--- config.mk ---
export PLATFORM = sky130hd
export DESIGN_NAME = uart_tx_counted
export DESIGN_NICKNAME = d
export VERILOG_FILES = /design/src/rtl/uart_tx_pkg.sv /design/src/rtl/uart_tx_fifo.sv /design/src/rtl/uart_tx_frame.sv /design/src/rtl/uart_tx_limit.sv /design/src/rtl/uart_tx_counted.sv
export SDC_FILE = /design/constraint.sdc
export NUM_CORES = 1
export LEC_CHECK = 0
export BUFFER_PORTS_ARGS = -buffer_cell sky130_fd_sc_hd__buf_2
export CORE_ASPECT_RATIO = 1.1
export CORE_UTILIZATION = 30
export DETAILED_ROUTE_END_ITERATION = 16
export GPL_ROUTABILITY_DRIVEN = 1
export HOLD_SLACK_MARGIN = 0.15
export PLACE_DENSITY = 0.48
export SETUP_SLACK_MARGIN = 0.4
export SLEW_MARGIN = 20
export SYNTH_ARGS = -nofsm -noshare
export SYNTH_HDL_FRONTEND = slang
export SYNTH_SLANG_ARGS = --single-unit
--- constraint.sdc ---
create_clock -name clk_i -period 3.85 [get_ports clk_i]
set_input_delay 0.77 -clock clk_i [delete_from_list [all_inputs] [get_ports clk_i]]
set_output_delay 0.77 -clock clk_i [all_outputs]
set_load 0.01 [all_outputs]
--- src/rtl/uart_tx_pkg.sv ---
package uart_tx_pkg;

  typedef enum logic [2:0] {
    ST_IDLE,
    ST_START,
    ST_DATA,
    ST_EXTRA,
    ST_STOP
  } tx_state_e;

  typedef struct packed {
    logic len7;
    logic extra;
    logic mp;
    logic odd;
    logic mpb;
    logic stop2;
  } frame_cfg_t;

endpackage

--- src/rtl/uart_tx_fifo.sv ---
module uart_tx_fifo #(
  parameter int DW    = 8,
  parameter int DEPTH = 64,
  localparam int AW   = $clog2(DEPTH),
  localparam int LW   = $clog2(DEPTH + 1)
) (
  input  logic          clk_i,
  input  logic          rst_ni,
  input  logic          push_i,
  input  logic [DW-1:0] data_i,
  input  logic          pop_i,
  output logic [DW-1:0] data_o,
  output logic [LW-1:0] level_o,
  output logic          full_o,
  output logic          empty_o,
  output logic          ovf_o
);

  logic [DW-1:0] mem_q [DEPTH];
  logic [AW-1:0] wr_ptr_q, rd_ptr_q;
  logic [LW-1:0] level_q;
  logic          ovf_q;
  logic          push_ok, pop_ok;

  assign full_o  = (level_q == LW'(DEPTH));
  assign empty_o = (level_q == '0);
  assign push_ok = push_i && !full_o;
  assign pop_ok  = pop_i && !empty_o;
  assign data_o  = mem_q[rd_ptr_q];
  assign level_o = level_q;
  assign ovf_o   = ovf_q;

  function automatic logic [AW-1:0] ptr_inc(input logic [AW-1:0] p);
    return (p == AW'(DEPTH - 1)) ? '0 : p + 1'b1;
  endfunction

  always_ff @(posedge clk_i) begin
    if (push_ok) mem_q[wr_ptr_q] <= data_i;
  end

  always_ff @(posedge clk_i or negedge rst_ni) begin
    if (!rst_ni) begin
      wr_ptr_q <= '0;
      rd_ptr_q <= '0;
      level_q  <= '0;
      ovf_q    <= 1'b0;
    end else begin
      if (push_ok) wr_ptr_q <= ptr_inc(wr_ptr_q);
      if (pop_ok)  rd_ptr_q <= ptr_inc(rd_ptr_q);
      unique case ({push_ok, pop_ok})
        2'b10:   level_q <= level_q + 1'b1;
        2'b01:   level_q <= level_q - 1'b1;
        default: level_q <= level_q;
      endcase
      if (push_i && full_o) ovf_q <= 1'b1;
    end
  end

endmodule

--- src/rtl/uart_tx_frame.sv ---
module uart_tx_frame
  import uart_tx_pkg::*;
#(
  parameter int DW = 8,
  parameter int OS = 16,
  localparam int TW = $clog2(OS),
  localparam int BW = $clog2(DW)
) (
  input  logic          clk_i,
  input  logic          rst_ni,
  input  logic          tick_i,
  input  logic          start_i,
  input  logic [DW-1:0] data_i,
  input  frame_cfg_t    cfg_i,
  output logic          idle_o,
  output logic          done_o,
  output logic          txd_o
);

  tx_state_e     state_q;
  logic [TW-1:0] tick_q;
  logic [BW-1:0] bit_q;
  logic [DW-1:0] shreg_q;
  logic          extra_q;
  frame_cfg_t    cfg_q;

  logic          bit_end, last_stop;
  logic [DW-1:0] mask, masked;
  logic [BW-1:0] last_data;

  assign mask      = cfg_i.len7 ? {1'b0, {(DW-1){1'b1}}} : {DW{1'b1}};
  assign masked    = data_i & mask;
  assign bit_end   = tick_i && (tick_q == TW'(OS - 1));
  assign last_data = cfg_q.len7 ? BW'(DW - 2) : BW'(DW - 1);
  assign last_stop = !cfg_q.stop2 || (bit_q != '0);
  assign idle_o    = (state_q == ST_IDLE);
  assign done_o    = (state_q == ST_STOP) && bit_end && last_stop;

  always_comb begin
    unique case (state_q)
      ST_START: txd_o = 1'b0;
      ST_DATA:  txd_o = shreg_q[0];
      ST_EXTRA: txd_o = extra_q;
      default:  txd_o = 1'b1;
    endcase
  end

  always_ff @(posedge clk_i or negedge rst_ni) begin
    if (!rst_ni) begin
      state_q <= ST_IDLE;
      tick_q  <= '0;
      bit_q   <= '0;
      shreg_q <= '0;
      extra_q <= 1'b0;
      cfg_q   <= '0;
    end else if (start_i && idle_o) begin
      state_q <= ST_START;
      tick_q  <= '0;
      bit_q   <= '0;
      shreg_q <= masked;
      cfg_q   <= cfg_i;
      extra_q <= cfg_i.mp ? cfg_i.mpb : ((^masked) ^ cfg_i.odd);
    end else if (tick_i && !idle_o) begin
      tick_q <= bit_end ? '0 : tick_q + 1'b1;
      if (bit_end) begin
        unique case (state_q)
          ST_START: begin
            state_q <= ST_DATA;
            bit_q   <= '0;
          end
          ST_DATA: begin
            shreg_q <= shreg_q >> 1;
            if (bit_q == last_data) begin
              state_q <= cfg_q.extra ? ST_EXTRA : ST_STOP;
              bit_q   <= '0;
            end else begin
              bit_q <= bit_q + 1'b1;
            end
          end
          ST_EXTRA: begin
            state_q <= ST_STOP;
            bit_q   <= '0;
          end
          ST_STOP: begin
            if (last_stop) state_q <= ST_IDLE;
            else           bit_q   <= bit_q + 1'b1;
          end
          default: state_q <= ST_IDLE;
        endcase
      end
    end
  end

endmodule

--- src/rtl/uart_tx_limit.sv ---
module uart_tx_limit #(
  parameter int CW = 8
) (
  input  logic          clk_i,
  input  logic          rst_ni,
  input  logic          en_i,
  input  logic          we_i,
  input  logic [CW-1:0] wdata_i,
  input  logic          restart_i,
  input  logic          done_i,
  output logic          allow_o,
  output logic          halted_o
);

  logic [CW-1:0] cnt_q;
  logic [CW:0]   rem_q;
  logic          en_q, reload;
  logic [CW-1:0] src;

  assign reload   = we_i || restart_i || (en_i && !en_q);
  assign src      = we_i ? wdata_i : cnt_q;
  assign allow_o  = !en_i || (rem_q != '0);
  assign halted_o = en_i && (rem_q == '0);

  always_ff @(posedge clk_i or negedge rst_ni) begin
    if (!rst_ni) begin
      cnt_q <= '1;
      rem_q <= {1'b1, {CW{1'b0}}};
      en_q  <= 1'b0;
    end else begin
      en_q <= en_i;
      if (we_i) cnt_q <= wdata_i;
      if (reload)                              rem_q <= {1'b0, src} + 1'b1;
      else if (done_i && en_i && rem_q != '0)  rem_q <= rem_q - 1'b1;
    end
  end

endmodule

--- src/rtl/uart_tx_counted.sv ---
module uart_tx_counted
  import uart_tx_pkg::*;
#(
  parameter int DW    = 8,
  parameter int DEPTH = 64,
  parameter int OS    = 16,
  parameter int CW    = 8
) (
  input  logic                         clk_i,
  input  logic                         rst_ni,
  input  logic                         wr_en_i,
  input  logic [DW-1:0]                wr_data_i,
  input  logic                         cfg_len7_i,
  input  logic                         cfg_extra_i,
  input  logic                         cfg_mp_i,
  input  logic                         cfg_odd_i,
  input  logic                         cfg_mpb_i,
  input  logic                         cfg_stop2_i,
  input  logic                         cnt_en_i,
  input  logic                         cnt_we_i,
  input  logic [CW-1:0]                cnt_wdata_i,
  input  logic                         restart_i,
  input  logic                         tick_i,
  output logic                         txd_o,
  output logic [$clog2(DEPTH+1)-1:0]   level_o,
  output logic                         full_o,
  output logic                         empty_o,
  output logic                         overflow_o,
  output logic                         busy_o,
  output logic                         halted_o
);

  frame_cfg_t    cfg;
  logic [DW-1:0] head;
  logic          idle, done, allow, start;

  assign cfg    = '{len7: cfg_len7_i, extra: cfg_extra_i, mp: cfg_mp_i,
                    odd: cfg_odd_i, mpb: cfg_mpb_i, stop2: cfg_stop2_i};
  assign start  = idle && !empty_o && allow;
  assign busy_o = !idle;

  uart_tx_fifo #(.DW(DW), .DEPTH(DEPTH)) u_fifo (
    .clk_i   (clk_i),
    .rst_ni  (rst_ni),
    .push_i  (wr_en_i),
    .data_i  (wr_data_i),
    .pop_i   (start),
    .data_o  (head),
    .level_o (level_o),
    .full_o  (full_o),
    .empty_o (empty_o),
    .ovf_o   (overflow_o)
  );

  uart_tx_frame #(.DW(DW), .OS(OS)) u_frame (
    .clk_i   (clk_i),
    .rst_ni  (rst_ni),
    .tick_i  (tick_i),
    .start_i (start),
    .data_i  (head),
    .cfg_i   (cfg),
    .idle_o  (idle),
    .done_o  (done),
    .txd_o   (txd_o)
  );

  uart_tx_limit #(.CW(CW)) u_limit (
    .clk_i     (clk_i),
    .rst_ni    (rst_ni),
    .en_i      (cnt_en_i),
    .we_i      (cnt_we_i),
    .wdata_i   (cnt_wdata_i),
    .restart_i (restart_i),
    .done_i    (done),
    .allow_o   (allow),
    .halted_o  (halted_o)
  );

endmodule

After elaboration in Yosys (flattened, before gate mapping)
Memories as Yosys holds them, arrays and structs flattened.
Index checks and enable logic that the tools add are counted.

cells by class
  add/subtract/negate cells = 8
  bitwise operators = 2
  muxes and demuxes = 32
  equal/unequal tests = 14
  shift operators = 0
  order comparisons = 0
  multipliers = 0
  divide/modulo/power cells = 0
  reductions and logical operators = 40

operators by type and width
  operator               number
  $mux W8                6
  $mux W3                11
  $mux W9                2
  $logic_and A1 B1 Y1    14
  $pmux W7 S2            1
  $add A6 B1 Y6 const B  2
  $eq A6 B6 Y1 const B   2
  $mux W4                3
  $mux W6                2
  $pmux W3 S4            1
  $reduce_bool A2 Y1     5
  $add A8 B1 Y9 const B  1
  $logic_not A9 Y1       1
  $pmux W3 S3            1
  $reduce_bool A9 Y1     1
  $sub A9 B1 Y9 const B  1
  $and A8 B8 Y8          1
  $reduce_and A4 Y1      2
  $reduce_xor A8 Y1      1
  $add A7 B1 Y7 const B  1
  $eq A7 B7 Y1 const B   1
  $logic_not A7 Y1       1
  $sub A7 B1 Y7 const B  1
  $eq A3 B2 Y1 const B   2
  other kinds (21)       32

storage, ports and cells
  bits in writable memories = 512
  bits in registers = 60
  memories kept = 1
  ROM bits = 0
  word-level logic and storage cells = 112
  latch bits = 0

memory list
  memory        words  bits a word  read ports  clocked after Yosys merged registers in  wr ports  RTL line            text
  u_fifo.mem_q  64     8            1           0                                        1         uart_tx_fifo.sv:19  logic [DW-1:0] mem_q [DEPTH];

Logic depth before layout (Yosys ltp)
Gate-level depths: netlist (run 1).

  depth in word-level cells = 8
  gate-level depth with buffers = 18

Cells and area by module
From an unflattened synthesis (run 1), not the netlist that was laid out.

second synthesis, totals
  cell total of the unflattened synthesis = 1,281
  area total of the unflattened synthesis = 23,471.3 sq um

modules (own cells, without submodules)
  module           area each (sq um)  cells each  instances  sequential area each (sq um)
  uart_tx_fifo     21,079.0           1,036       1          15,875.2
  uart_tx_frame    1,322.5            136         1          550.5
  uart_tx_limit    1,057.3            107         1          461.7
  uart_tx_counted  12.5               2           1          0.0

Worst setup path before layout (run 1)
Ideal clock, no wire load.

  path kind = register to register
  from = register u_limit.rem_q[5]
  to = register u_fifo.level_q[6], in the netlist u_fifo.level_o[6]
  stages on the path, launching flop included = 19
  arrival = 3.296 ns
  data required time = 3.728 ns
  path slack = 0.431 ns
  library setup time = 0.122 ns
  cells stage by stage = dfrtp_1 or4_1 nor3_1 and3b_1 nand2_1 nand3_1 inv_2 buf_1 ha_1 inv_1 fa_1 inv_1 a21oi_1 o21bai_1 a21o_1 a21oi_1 xnor2_1 nor2_1 xnor2_1

on the way
  cells in the longest elaborated chain, start to end = 6
  elaborated cells on any way between the ends = 8
  classes of those cells = 2 x eq/ne; 1 x mux; 5 x reduce/logical

RTL lines
  what                                               RTL line               text
  start, declared                                    uart_tx_limit.sv:16    logic [CW:0] rem_q;
  start signal, assigned                             uart_tx_limit.sv:28    rem_q <= {1'b1, {CW{1'b0}}};
  start signal, assigned                             uart_tx_limit.sv:33    if (reload) rem_q <= {1'b0, src} + 1'b1;
  start signal, assigned                             uart_tx_limit.sv:34    else if (done_i && en_i && rem_q != '0) rem_q <= rem_q - 1'b1;
  $reduce_bool A9 Y1 *                               uart_tx_limit.sv:22    assign allow_o = !en_i || (rem_q != '0);
  $logic_or A1 B1 Y1 *                               uart_tx_limit.sv:22
  $logic_and A1 B1 Y1 *                              uart_tx_counted.sv:39  assign start = idle && !empty_o && allow;
  $logic_and A1 B1 Y1 *                              uart_tx_fifo.sv:28     assign pop_ok = pop_i && !empty_o;
  via u_fifo.pop_ok                                  uart_tx_fifo.sv:23     logic push_ok, pop_ok;
  $eq A2 B1 Y1 or $eq A2 B2 Y1 (tied branches)       uart_tx_fifo.sv:50     unique case ({push_ok, pop_ok})
  $pmux W7 S2 or $reduce_bool A2 Y1 (tied branches)  --
  end signal, assigned                               uart_tx_fifo.sv:51     2'b10: level_q <= level_q + 1'b1;
  end signal, assigned                               uart_tx_fifo.sv:52     2'b01: level_q <= level_q - 1'b1;
  end signal, assigned                               uart_tx_fifo.sv:53     default: level_q <= level_q;
  end, declared                                      uart_tx_fifo.sv:21     logic [LW-1:0] level_q;

Mark *: on every way through the listed nets, which the timed path passes. The rest lies on a longest branch.
A chain may end at the register's enable or synchronous reset.

Worst setup path after layout (run 1)
  from = register u_fifo.rd_ptr_q[0]
  to = register u_frame.extra_q

on the way
  cells in the longest elaborated chain, start to end = 5

RTL lines
  what                    RTL line             text
  start, declared         uart_tx_fifo.sv:20   logic [AW-1:0] wr_ptr_q, rd_ptr_q;
  start signal, assigned  uart_tx_fifo.sv:49   if (pop_ok) rd_ptr_q <= ptr_inc(rd_ptr_q);
  $mem_v2 Z64 W8          --
  $and A8 B8 Y8           uart_tx_frame.sv:32  assign masked = data_i & mask;
  $reduce_xor A8 Y1       uart_tx_frame.sv:62  extra_q <= cfg_i.mp ? cfg_i.mpb : ((^masked) ^ cfg_i.odd);
  $xor A1 B1 Y1           uart_tx_frame.sv:62
  $mux W1                 uart_tx_frame.sv:62
  end signal, assigned    uart_tx_frame.sv:62
  end, declared           uart_tx_frame.sv:24  logic extra_q;

Every way passes these cells.

==> flow_summary_export.csv, run 1 <==
group,metric,value,unit
run_status,status,"finished clean",
floorplanning,die_h,294,µm
power,irDropWorstVdd,0.295,mV
power,power_frac_seq,0.408,
power,power_leakage,9.08,nW
power,p_total,18.7,mW
floorplanning,start_util,0.305,
placed_design,io_buffers,41,
finish,area_delta_synth_final,17.7,%
sta,rsz0062_at_grt,"no",
clocking,clk_pin_slew_worst_paths,0.06,ns
routing,wirelength,58700,µm
power,cellPowerDensity,682,nW/µm²
critical_path,ff2ff_setup_slack,0.53,ns
critical_path,r2r_cells,9,
logic_synthesis,synth_cells,1265,
run,cap_violations,0,
floorplanning,core_area,76400,µm²
sta,period_share,0.862,
logic_synthesis,synth_edf_count,512,
routing,wl_per_cell,23.5,µm
critical_path,critical_path_class,"flop to flop",
finish,final_layout_size_suffix_gt1_frac,0.285,
logic_synthesis,seq_area_frac_synth,0.726,
hold_path,min_path_type,"primary input to asynchronous set/reset pin",
global_routing,overflow,0,
power,intPower,12.9,mW
routing,drtAntennaViolNets,0,
sta,clock-skew-final,0.0274,ns
clocking,clk_path_buf_depth,3,
critical_path,r2r_end,"u_frame.extra_q",
sta,hold_violations,0,
logic_synthesis,syn-cell-area,23300,µm²
sta,worst_slew_pin_slew,0.990,ns
critical_path,cp_max_fo,20,
routing,drc,0,
sta,clock.fmax,0.301,GHz
critical_path,cp.arrival,3.80,ns
power,p_sw_frac,0.308,
logic_synthesis,synth_cell_type_count,54,
floorplanning,design.die.area,78700,µm²
power,comb_power_share,0.291,
finish,nets,1467,
floorplanning,die_w,268,µm
routing,vias_per_cell,4.83,
power,p_switching,5.75,mW
global_routing,grt_pass1_wl,85000,µm
logic_synthesis,async_reset_ff_frac,0.105,
logic_synthesis,ys.flop_type,"edfxtp_1",
clocking,cts_tree,"built",
routing,num_vias,12100,
sta,setup_tns,0,ns
clocking,cts_buffers,60,
placed_design,dp_hpwl,37800,µm
clocking,h-tree-depth,2,
logic_synthesis,yosys_register_bits,572,
logic_synthesis,yosysWarnings,0,
routing,drt-initial-drc-count,992,
placed_design,place_congestion,0.814,
global_routing,grt_pass1_vias,12400,
clocking,root_buffer,"clkbuf_16",
sta,slew_headroom,0.340,
floorplanning,ios,42,
logic_synthesis,synth.net_count,1309,
routing,dr.pass1.iters,5,
sta,setup_viol,0,
finish,fill_cells,7236,
global_routing,antenna_found_initial,4,
critical_path,critPathLaunch,"u_fifo.rd_ptr_q[0]",
global_routing,grt_max_degree,46,
power,clockPowerShare,0.301,
critical_path,critPathCaptureType,"flop",
sta,period_needed,3.32,ns
sta,drv_slew,0,
critical_path,crit_end,"u_frame.extra_q",
clocking,clock_latency,0.63,ns
sta,holdWs,0.300,ns
critical_path,r2r-start,"u_fifo.rd_ptr_q[0]",
floorplanning,row_count,106,
critical_path,required,4.33,ns
global_routing,globalRouteTotalUtil,0.149,
logic_synthesis,avgSynthCellArea,18.4,µm²
clocking,cts.sinks,572,
critical_path,start_kind,"flop",
==> worst min path at each step <==
stage                      from            endpoint  cells after the start
2_1_floorplan  u_frame.cfg_q[0]    u_frame.cfg_q[0]                      2
3_3_place_gp       u_fifo.ovf_o        u_fifo.ovf_o                      1
3_5_place_dp       u_fifo.ovf_o        u_fifo.ovf_o                      1
4_1_cts                  rst_ni  u_frame.shreg_q[2]                      1
5_1_grt                cnt_en_i        u_limit.en_q                      1
6_report                 rst_ni        u_fifo.ovf_o                      1
==> layer usage <==
layer  share of wire  track usage  wire, µm
met1            0.45        0.201     26100
met4           0.024       0.0414      1410
met2            0.49        0.244     28500
met5         0.00056            0        33
met3           0.044       0.0274      2610
==> cell type report <==
class                      instances  area (µm²)  share of cell area
sequential                       572       16900               0.617
multi-input combinational        607        5960               0.218
clock buffer                      65        1520              0.0555
tap                             1026        1280              0.0469
timing repair buffer             158        1240              0.0454
clock inverter                    46         380              0.0139
inverter                          24        90.1             0.00329
antenna                            1        2.50           0.0000914
==> through the flow <==
stage,area [µm²],std cells,utilization,worst slack [ns]
6_report,27400,2499,0.358,0.531
5_1_grt,27400,2498,0.358,0.408
3_3_place_gp,25300,2378,0.331,0.312
3_5_place_dp,25300,2378,0.331,0.319
4_1_cts,27200,2489,0.356,0.415
2_1_floorplan,23300,1265,-,0.431
==> power by group through the flow <==
stage / registers, mW / clock network, mW / logic (mW)
5_1_grt: 7.67 / 5.96 / 5.84
3_3_place_gp: 7.76 / 0 / 5.28
3_5_place_dp: 7.77 / 0 / 5.31
2_1_floorplan: 7.47 / 0 / 3.76
6_report: 7.62 / 5.62 / 5.44
4_1_cts: 7.64 / 5.76 / 5.34
==> cells in the mapped netlist (4+ instances only) <==
library cell | instances | area (µm²)
a31oi_1 | 10 | 62.6
dfrtp_1 | 51 | 1280
buf_1 | 11 | 41.3
nor3_1 | 7 | 35.0
xnor2_1 | 17 | 149
o21ai_0 | 32 | 160
nand3_1 | 31 | 155
buf_6 | 9 | 101
a21o_1 | 4 | 30.0
nand2_1 | 73 | 274
mux2_2 | 13 | 146
ha_1 | 14 | 175
nand4_1 | 8 | 50.1
edfxtp_1 | 512 | 15400
mux2i_1 | 37 | 370
a221oi_1 | 5 | 43.8
a21oi_1 | 25 | 125
buf_2 | 11 | 55.1
or3_1 | 5 | 31.3
nor2b_1 | 10 | 62.6
a22oi_1 | 6 | 45.0
inv_1 | 21 | 78.8
nor2_1 | 118 | 443
dfstp_2 | 9 | 236
mux4_2 | 137 | 3090
buf_4 | 12 | 90.1
clkbuf_1 | 19 | 71.3
xor2_1 | 12 | 105
a211oi_1 | 4 | 30.0
==> worst max-delay path, stage by stage (launching register included) <==
cell,delay (ns)
dfrtp_4,0.56
buf_12,0.24
mux4_2,0.54
mux4_2,0.57
mux2_2,0.31
nand2_1,0.10
a31oi_1,0.13
xnor3_1,0.43
mux2i_1,0.19
nand3_1,0.08
==> cell families (layout without fill, tap and decap cells) <==
kind of cell | after synthesis | count (layout) | synth area share
other cells | 0 | 1 | 0
mux | 187 | 187 | 0.155
simple gates | 269 | 269 | 0.0505
flops | 572 | 572 | 0.726
xor+xnor | 31 | 31 | 0.0129
fa+ha+maj | 15 | 15 | 0.00839
compound gates | 105 | 105 | 0.0283
buf+inv | 86 | 293 | 0.0193
==> registers in the layout (all words and copies together) (netlist names), 3 cells and up <==
| name | flops |
|---|---|
| u_frame.shreg_q | 8 |
| u_fifo.level_o | 7 |
| u_fifo.mem_q | 512 |
| u_frame.state_q | 3 |
| u_frame.bit_q | 3 |
| u_frame.cfg_q | 3 |
| u_frame.tick_q | 4 |
| u_limit.rem_q | 9 |
| u_fifo.rd_ptr_q | 6 |
| u_fifo.wr_ptr_q | 6 |
| u_limit.cnt_q | 8 |
==> cell usage in the layout, fill, tap and decap left out, types with 6 or more instances in the layout <==
cell type  count
edfxtp_1     512
mux4_2       137
nor2_1       118
buf_4        104
nand2_1       73
clkbuf_16     63
dfrtp_1       47
buf_2         42
mux2i_1       37
o21ai_0       32
nand3_1       31
a21oi_1       25
clkinv_1      22
inv_1         20
xnor2_1       17
mux2_2        13
ha_1          13
xor2_1        12
nor2b_1       10
a31oi_1       10
clkinv_2      10
dfstp_2        9
nand4_1        8
nor3_1         6
a22oi_1        6
bufinv_16      6
==> repair_timing <==
| action | 4_1_cts | 5_1_grt |
|---|---|---|
| pin swaps | 1 | 2 |
| gates cloned | 0 | 2 |
| hold buffers | 0 | 0 |
| setup endpoints to repair | 1 | 3 |
| setup buffers | 0 | 7 |
| resized for setup | 3 | 9 |
(Power assumes the default switching activity.)
==> inputs of run 2 (changes only) <==
--- a/config.mk
+++ b/config.mk
@@ -5,6 +5,7 @@
 export SDC_FILE = /design/constraint.sdc
 export NUM_CORES = 1
 export LEC_CHECK = 0
+export ABC_AREA = 1
 export BUFFER_PORTS_ARGS = -buffer_cell sky130_fd_sc_hd__buf_2
 export CORE_ASPECT_RATIO = 1.1
 export CORE_UTILIZATION = 30
==> run 2 against run 1 <==
Utilization decreased by 1.5 points; global-route usage up 1.2 points; power up 8.2%; sequential power decreased by 1%; worst hold slack worse by 0.10 ns; combinational power up 35%.
==> flow_summary_export.csv, run 2 <==
group,metric,value,unit
critical_path,path_cells,"inv_6 -> buf_12 -> buf_12 -> nand2_1 -> nand2_1 -> nand2_1 -> a21oi_1 -> nor2_1 -> nand2_1 -> nand2_1 -> nor2_1 -> nor2_1 -> nand2_1 -> nand2_1 -> inv_1 -> nand2_1 -> nand2_1 -> inv_1 -> nand2_1 -> nand3_1 -> nand2_1 -> nand2_1",
critical_path,r2r_cells,22,
routing,wl_per_cell,19.0,µm
critical_path,required,4.36,ns
clocking,cts_buffers,56,
clocking,post-cts-setup-buffer-count,0,
finish,nets,2454,
routing,dr.pass1.iters,6,
global_routing,antenna_found_initial,1,
placed_design,place_congestion,0.833,
floorplanning,ios,42,
finish,largest_register_ffs,512,
logic_synthesis,yosysWarnings,0,
clocking,holdBufCountCts,0,
floorplanning,row_count,110,
clocking,cts.sinks,572,
logic_synthesis,synth_top_cell_by_area,"edfxtp_1",
routing,drt-initial-drc-count,1214,
logic_synthesis,yosysMostFrequentCell,"nand2_1",
sta,clock-skew-final,0.0160,ns
floorplanning,start_util,0.302,
logic_synthesis,seq_area_frac_synth,0.683,
clocking,ctsResizeCount,0,
power,irDropWorstVdd,0.389,mV
sta,worst_slew_pin_slew,1.04,ns
power,power_leakage,10.6,nW
finish,antennaDiodeCount,0,
sta,clock.fmax,0.320,GHz
floorplanning,die_h,303,µm
logic_synthesis,synth_area_leaders,"edfxtp_1 62%, nand2_1 9.3%, nor2_1 5.6%, dfrtp_1 5.2%, nand3_1 4.5%",
clocking,clk_pin_slew_worst_paths,0.06,ns
finish,area_delta_synth_final,13.4,%
logic_synthesis,async_reset_ff_frac,0.105,
critical_path,path_buf_inv,5,
finish,fill_cells,8256,
finish,seq_area,16900,µm²
global_routing,grt_pass1_wl,102000,µm
critical_path,critPathCaptureType,"flop",
clocking,clk_path_buf_depth,3,
run,cap_violations,0,
finish,final_layout_size_suffix_gt1_frac,0.0831,
critical_path,slowest_stage,"dfrtp_4",
global_routing,globalRouteTotalUtil,0.161,
sta,period_share,0.810,
logic_synthesis,ys.flop_type,"edfxtp_1",
logic_synthesis,synth_cell_type_count,43,
critical_path,ff2ff_setup_slack,0.73,ns
clocking,clock_latency,0.62,ns
finish,final_cell_mix,"614 x nand2_1, 512 x edfxtp_1, 370 x nor2_1",
critical_path,start_kind,"flop",
logic_synthesis,avgSynthCellArea,10.5,µm²
clocking,root_buffer,"clkbuf_16",
placed_design,io_buffers,41,
placed_design,dp_hpwl,42000,µm
sta,slew_headroom,0.306,
sta,period_needed,3.12,ns
clocking,cts_tree,"built",
clocking,h-tree-depth,2,
routing,wirelength,66900,µm
run_status,status,"finished clean",
logic_synthesis,yosys_register_bits,572,
logic_synthesis,synth.net_count,2406,
sta,drv_slew,0,
placed_design,dpl.cell_count,3416,
global_routing,grt_pass1_vias,16500,
finish,regMostFlops,"u_fifo.mem_q",
global_routing,grt_max_degree,109,
critical_path,cp_max_fo,59,
critical_path,r2r_end,"u_frame.extra_q",
sta,setup_tns,0,ns
logic_synthesis,synth_cells,2362,
critical_path,r2r-start,"u_fifo.rd_ptr_q[0]",
finish,multi_input_area,6660,µm²
critical_path,crit_family,"simple AND/OR/NAND/NOR gates",
sta,rsz0062_at_grt,"no",
logic_synthesis,synth_edf_count,512,
floorplanning,core_area,81800,µm²
routing,drtAntennaViolNets,0,
sta,hold_violations,0,
finish,reg_top3,"u_fifo.mem_q (512), u_limit.rem_q (9)",
sta,setup_viol,0,
finish,layout_commonest_cell,"nand2_1",
logic_synthesis,synth_top_area_frac,0.622,
critical_path,cp.arrival,3.63,ns
logic_synthesis,syn-cell-area,24700,µm²
logic_synthesis,synthTopCellsByCount,"614 x nand2_1, 512 x edfxtp_1, 371 x nor2_1",
routing,drc,0,
critical_path,cp_slowest_stage_delay,0.68,ns
global_routing,overflow,0,
critical_path,critical_path_class,"flop to flop",
hold_path,min_path_type,"primary input to asynchronous set/reset pin",
power,cellPowerDensity,721,nW/µm²
finish,final_cells,3519,
floorplanning,design.die.area,83600,µm²
routing,vias_per_cell,4.74,
floorplanning,die_w,276,µm
critical_path,crit_top_cell,"nand2_1",
routing,num_vias,16700,
[run 2: changes by cell type after synthesis, moves of 13 or more]
cell,delta
clkbuf_1,+15
nor2_1,+253
o21ai_1,+35
inv_1,+134
o21ai_0,+102
mux4_2,-137
nand3_1,+189
mux2i_1,-35
xnor2_1,-14
buf_2,+34
mux2_2,-13
nand2_1,+541
[run 2: how the worst max path moves through the flow]
stage | startpoint | to | slack (ns) | cells past startpoint
global placement | cnt_en_i | u_fifo.level_o[6] | 0.51 | 18
floorplan | cnt_en_i | u_fifo.level_o[6] | 0.41 | 19
finish | u_fifo.rd_ptr_q[0] | u_frame.extra_q | 0.73 | 22
detailed placement | cnt_en_i | u_fifo.level_o[6] | 0.59 | 18
CTS | u_fifo.rd_ptr_q[0] | u_frame.extra_q | 0.72 | 22
global route | u_fifo.level_o[1] | u_fifo.level_o[6] | 0.40 | 17
[run 2: layout make-up]
| class | instances | area share |
|---|---|---|
| sequential | 572 | 0.603 |
| multi-input combinational | 1516 | 0.238 |
| clock buffer | 71 | 0.0535 |
| tap | 1064 | 0.0475 |
| timing repair buffer | 102 | 0.0277 |
| inverter | 162 | 0.0220 |
| clock inverter | 32 | 0.00928 |
[run 2: cell families (layout without fill, tap and decap cells)]
family,after synthesis,in the layout,share of synthesized area
multiplexers,2,2,0.000810
flip-flops,572,572,0.683
adder cells (fa/ha/maj),15,15,0.00790
XOR/XNOR,16,16,0.00567
AO/OA/AOI/OAI,237,237,0.0511
buffers and inverters,274,367,0.0477
AND/OR/NAND/NOR,1246,1246,0.204
[run 2: layer usage]
| layer | vias to the layer above | track usage | part of all wire |
|---|---|---|---|
| met5 | - | 0 | 0 |
| met4 | 0 | 0.0530 | 0.029 |
| met3 | 94 | 0.0239 | 0.043 |
| met2 | 364 | 0.272 | 0.49 |
| met1 | 8158 | 0.211 | 0.44 |
| li1 | 8063 | - | - |
[run 2: where the power goes]
part / switching [mW] / internal (mW)
clock network: 2.37 / 3.01
logic: 5.13 / 2.19
registers: 0.315 / 7.20
[run 2: worst register-to-register path, cell delays in order, from the launching register on]
cell,delay [ns]
dfrtp_4,0.68
inv_6,0.33
buf_12,0.25
buf_12,0.30
nand2_1,0.10
nand2_1,0.06
nand2_1,0.04
a21oi_1,0.29
nor2_1,0.07
nand2_1,0.10
nand2_1,0.06
nor2_1,0.11
nor2_1,0.05
nand2_1,0.06
nand2_1,0.07
inv_1,0.06
nand2_1,0.05
nand2_1,0.07
inv_1,0.04
nand2_1,0.05
nand3_1,0.07
nand2_1,0.06
nand2_1,0.04
[run 2: through the flow]
stage          hold slack, ns  utilization  total power, mW  cell area (µm²)  setup slack, ns
2_1_floorplan           0.449            -             12.5            24700            0.413
3_3_place_gp            0.439        0.321             14.9            26300            0.511
3_5_place_dp            0.450        0.321             15.0            26300            0.588
4_1_cts                 0.191        0.343             20.4            28000            0.723
5_1_grt                 0.229        0.343             21.5            28000            0.401
6_report                0.200        0.343             20.2            28000            0.730
==> inputs of run 3 (changes only) <==
--- a/config.mk
+++ b/config.mk
@@ -5,7 +5,7 @@
 export SDC_FILE = /design/constraint.sdc
 export NUM_CORES = 1
 export LEC_CHECK = 0
-export ABC_AREA = 1
+export ABC_AREA = 0
 export BUFFER_PORTS_ARGS = -buffer_cell sky130_fd_sc_hd__buf_2
 export CORE_ASPECT_RATIO = 1.1
 export CORE_UTILIZATION = 30
==> constraint.sdc (replaced) <==
create_clock -name clk_i -period 3.1 [get_ports clk_i]
set_input_delay 0.62 -clock clk_i [delete_from_list [all_inputs] [get_ports clk_i]]
set_output_delay 0.62 -clock clk_i [all_outputs]
set_load 0.01 [all_outputs]
==> run 3 against run 2 <==
The flow now finishes with violations (negative setup slack); maximum frequency shrank 0.69%; cell area grew 2.0%; count of clock-buffer cells in the layout grew 6; clock power grew 28%; sequential power increased by 24%; global-route usage shrank 0.67 points; clock skew up 0.0050 ns; sequential share of layout area is 1.2 points lower; die area fell by 5.8%.
==> flow_summary_export.csv, run 3 (synthesis results as in run 1) <==
group,metric,value,unit
run_status,violations,"negative setup slack",
floorplanning,die_h,294,µm
placed_design,place_congestion,0.804,
clocking,cts_buffers,61,
sta,clock-skew-final,0.0210,ns
routing,num_vias,12500,
critical_path,slowest_stage,"mux4_2",
critical_path,path_cells,"buf_12 -> buf_12 -> buf_16 -> mux4_2 -> mux4_2 -> a22oi_2 -> nand3_2 -> xnor2_2 -> xnor3_1 -> nor3b_1 -> mux2i_1 -> nand3_1",
run_status,status,"finished with violations",
global_routing,grt_max_degree,65,
global_routing,antenna_found_initial,0,
clocking,cts.sinks,572,
floorplanning,die_w,268,µm
floorplanning,row_count,106,
sta,setup_viol,1,
critical_path,critical_path_class,"flop to flop",
sta,worst_slew_pin_slew,0.750,ns
global_routing,grt_pass1_wl,88500,µm
finish,nets,1556,
placed_design,placed_area,26000,µm²
global_routing,globalRouteTotalUtil,0.154,
sta,hold_violations,0,
routing,wirelength,59800,µm
routing,vias_per_cell,4.81,
sta,period_needed,3.14,ns
sta,period_share,1.01,
routing,drc,0,
clocking,h-tree-depth,2,
floorplanning,ios,42,
finish,final_area,28600,µm²
critical_path,cp_max_fo,8,
finish,regMostFlops,"u_fifo.mem_q",
power,irDropWorstVdd,0.455,mV
finish,largest_register_ffs,512,
floorplanning,design.die.area,78700,µm²
critical_path,required,3.59,ns
run,cap_violations,0,
finish,final_cell_mix,"512 x edfxtp_1, 159 x buf_4, 137 x mux4_2",
sta,rsz0062_at_grt,"yes",
clocking,clk_pin_slew_worst_paths,0.06,ns
power,cellPowerDensity,861,nW/µm²
global_routing,use_met1,0.209,
power,p_total,24.6,mW
sta,drv_slew,0,
global_routing,top_usage_layer,"met2",
clocking,clock_latency,0.63,ns
clocking,root_buffer,"clkbuf_16",
critical_path,critPathCaptureType,"flop",
sta,slew_headroom,0.500,
floorplanning,core_area,76400,µm²
clocking,clk_path_buf_depth,3,
global_routing,overflow,0,
placed_design,place_ws,-0.125,ns
placed_design,io_buffers,41,
critical_path,start_kind,"flop",
clocking,cts_tree,"built",
sta,holdWs,0.209,ns
routing,wl_per_cell,23.1,µm
routing,drt-initial-drc-count,1103,
sta,clock.fmax,0.318,GHz
critical_path,cp_slowest_stage_delay,0.56,ns
global_routing,globalRouteMet3Util,0.0305,
finish,antennaDiodeCount,0,
finish,area_delta_synth_final,23.0,%
global_routing,grt_pass1_vias,13000,
sta,fin_ws,-0.0418,ns
critical_path,crit_family,"multiplexers",
finish,reg_top3,"u_fifo.mem_q (512), u_limit.rem_q (9)",
global_routing,met2_usage,0.251,
critical_path,cp.arrival,3.63,ns
hold_path,min_path_type,"primary input to flop",
finish,final_layout_size_suffix_gt1_frac,0.348,
finish,layout_commonest_cell,"edfxtp_1",
power,power_leakage,9.63,nW
floorplanning,start_util,0.305,
critical_path,path_buf_inv,3,
routing,drtAntennaViolNets,0,
routing,dr.pass1.iters,5,
placed_design,dp_hpwl,39600,µm
run 3: area by class of cell:
class                   instances  area (µm²)
clock buffers                  77        1610
repair buffers                246        2220
fillers                      7152       47800
inverters                      24        97.6
well taps                    1026        1280
multi-input cells             607        6230
flip-flops and latches        572       16900
clock inverters                35         272
run 3: metal layers:
metal  up-vias  part of all wire
met3        90             0.046
met4         0             0.023
li1       5527                 -
met1      6525              0.45
met2       313              0.48
met5         -                 0
run 3: worst reg2reg max path: cells and delay by family, from the launching register on:
| family | cells | cell delay (ns) |
|---|---|---|
| AO/OA/AOI/OAI | 1 | 0.17 |
| XOR/XNOR | 2 | 0.39 |
| buffers and inverters | 3 | 0.45 |
| flip-flops | 1 | 0.50 |
| multiplexers | 3 | 1.13 |
| AND/OR/NAND/NOR | 3 | 0.36 |
run 3: where the power goes:
part	switching, mW	internal (mW)
clock network	2.99	3.91
registers	0.406	8.92
logic	4.19	4.23
total	7.58	17.1
run 3: path summary, 6_finish.rpt:
path,startpoint,endpoint,slack (ns),depth (start not counted)
max,u_fifo.rd_ptr_q[0],u_frame.extra_q,-0.04,12
min,cfg_stop2_i,u_frame.cfg_q[0],0.21,3
max reg2reg,u_fifo.rd_ptr_q[0],u_frame.extra_q,-0.04,12
min reg2reg,u_fifo.ovf_o,u_fifo.ovf_o,0.45,1
max in group asynchronous,rst_ni,u_limit.cnt_q[4],1.87,3
min in group asynchronous,rst_ni,u_fifo.level_o[5],0.47,2
run 3: metrics by stage:
step,setup TNS [ns],cells,utilization
after floorplan,0,1265,-
after global placement,-0.121,2442,0.340
after detailed placement,-0.125,2442,0.340
after CTS,-0.00734,2581,0.372
after global routing,-0.135,2587,0.375
final,-0.0418,2587,0.375
run 3: repair_timing:
item | 4_1_cts | 5_1_grt
endpoints found under the hold margin | 13 | 0
gates cloned | 5 | 0
setup endpoints to repair | 14 | 147
pin swaps | 23 | 14
hold buffers | 2 | 0
setup buffers | 20 | 6
gates resized for setup | 53 | 35
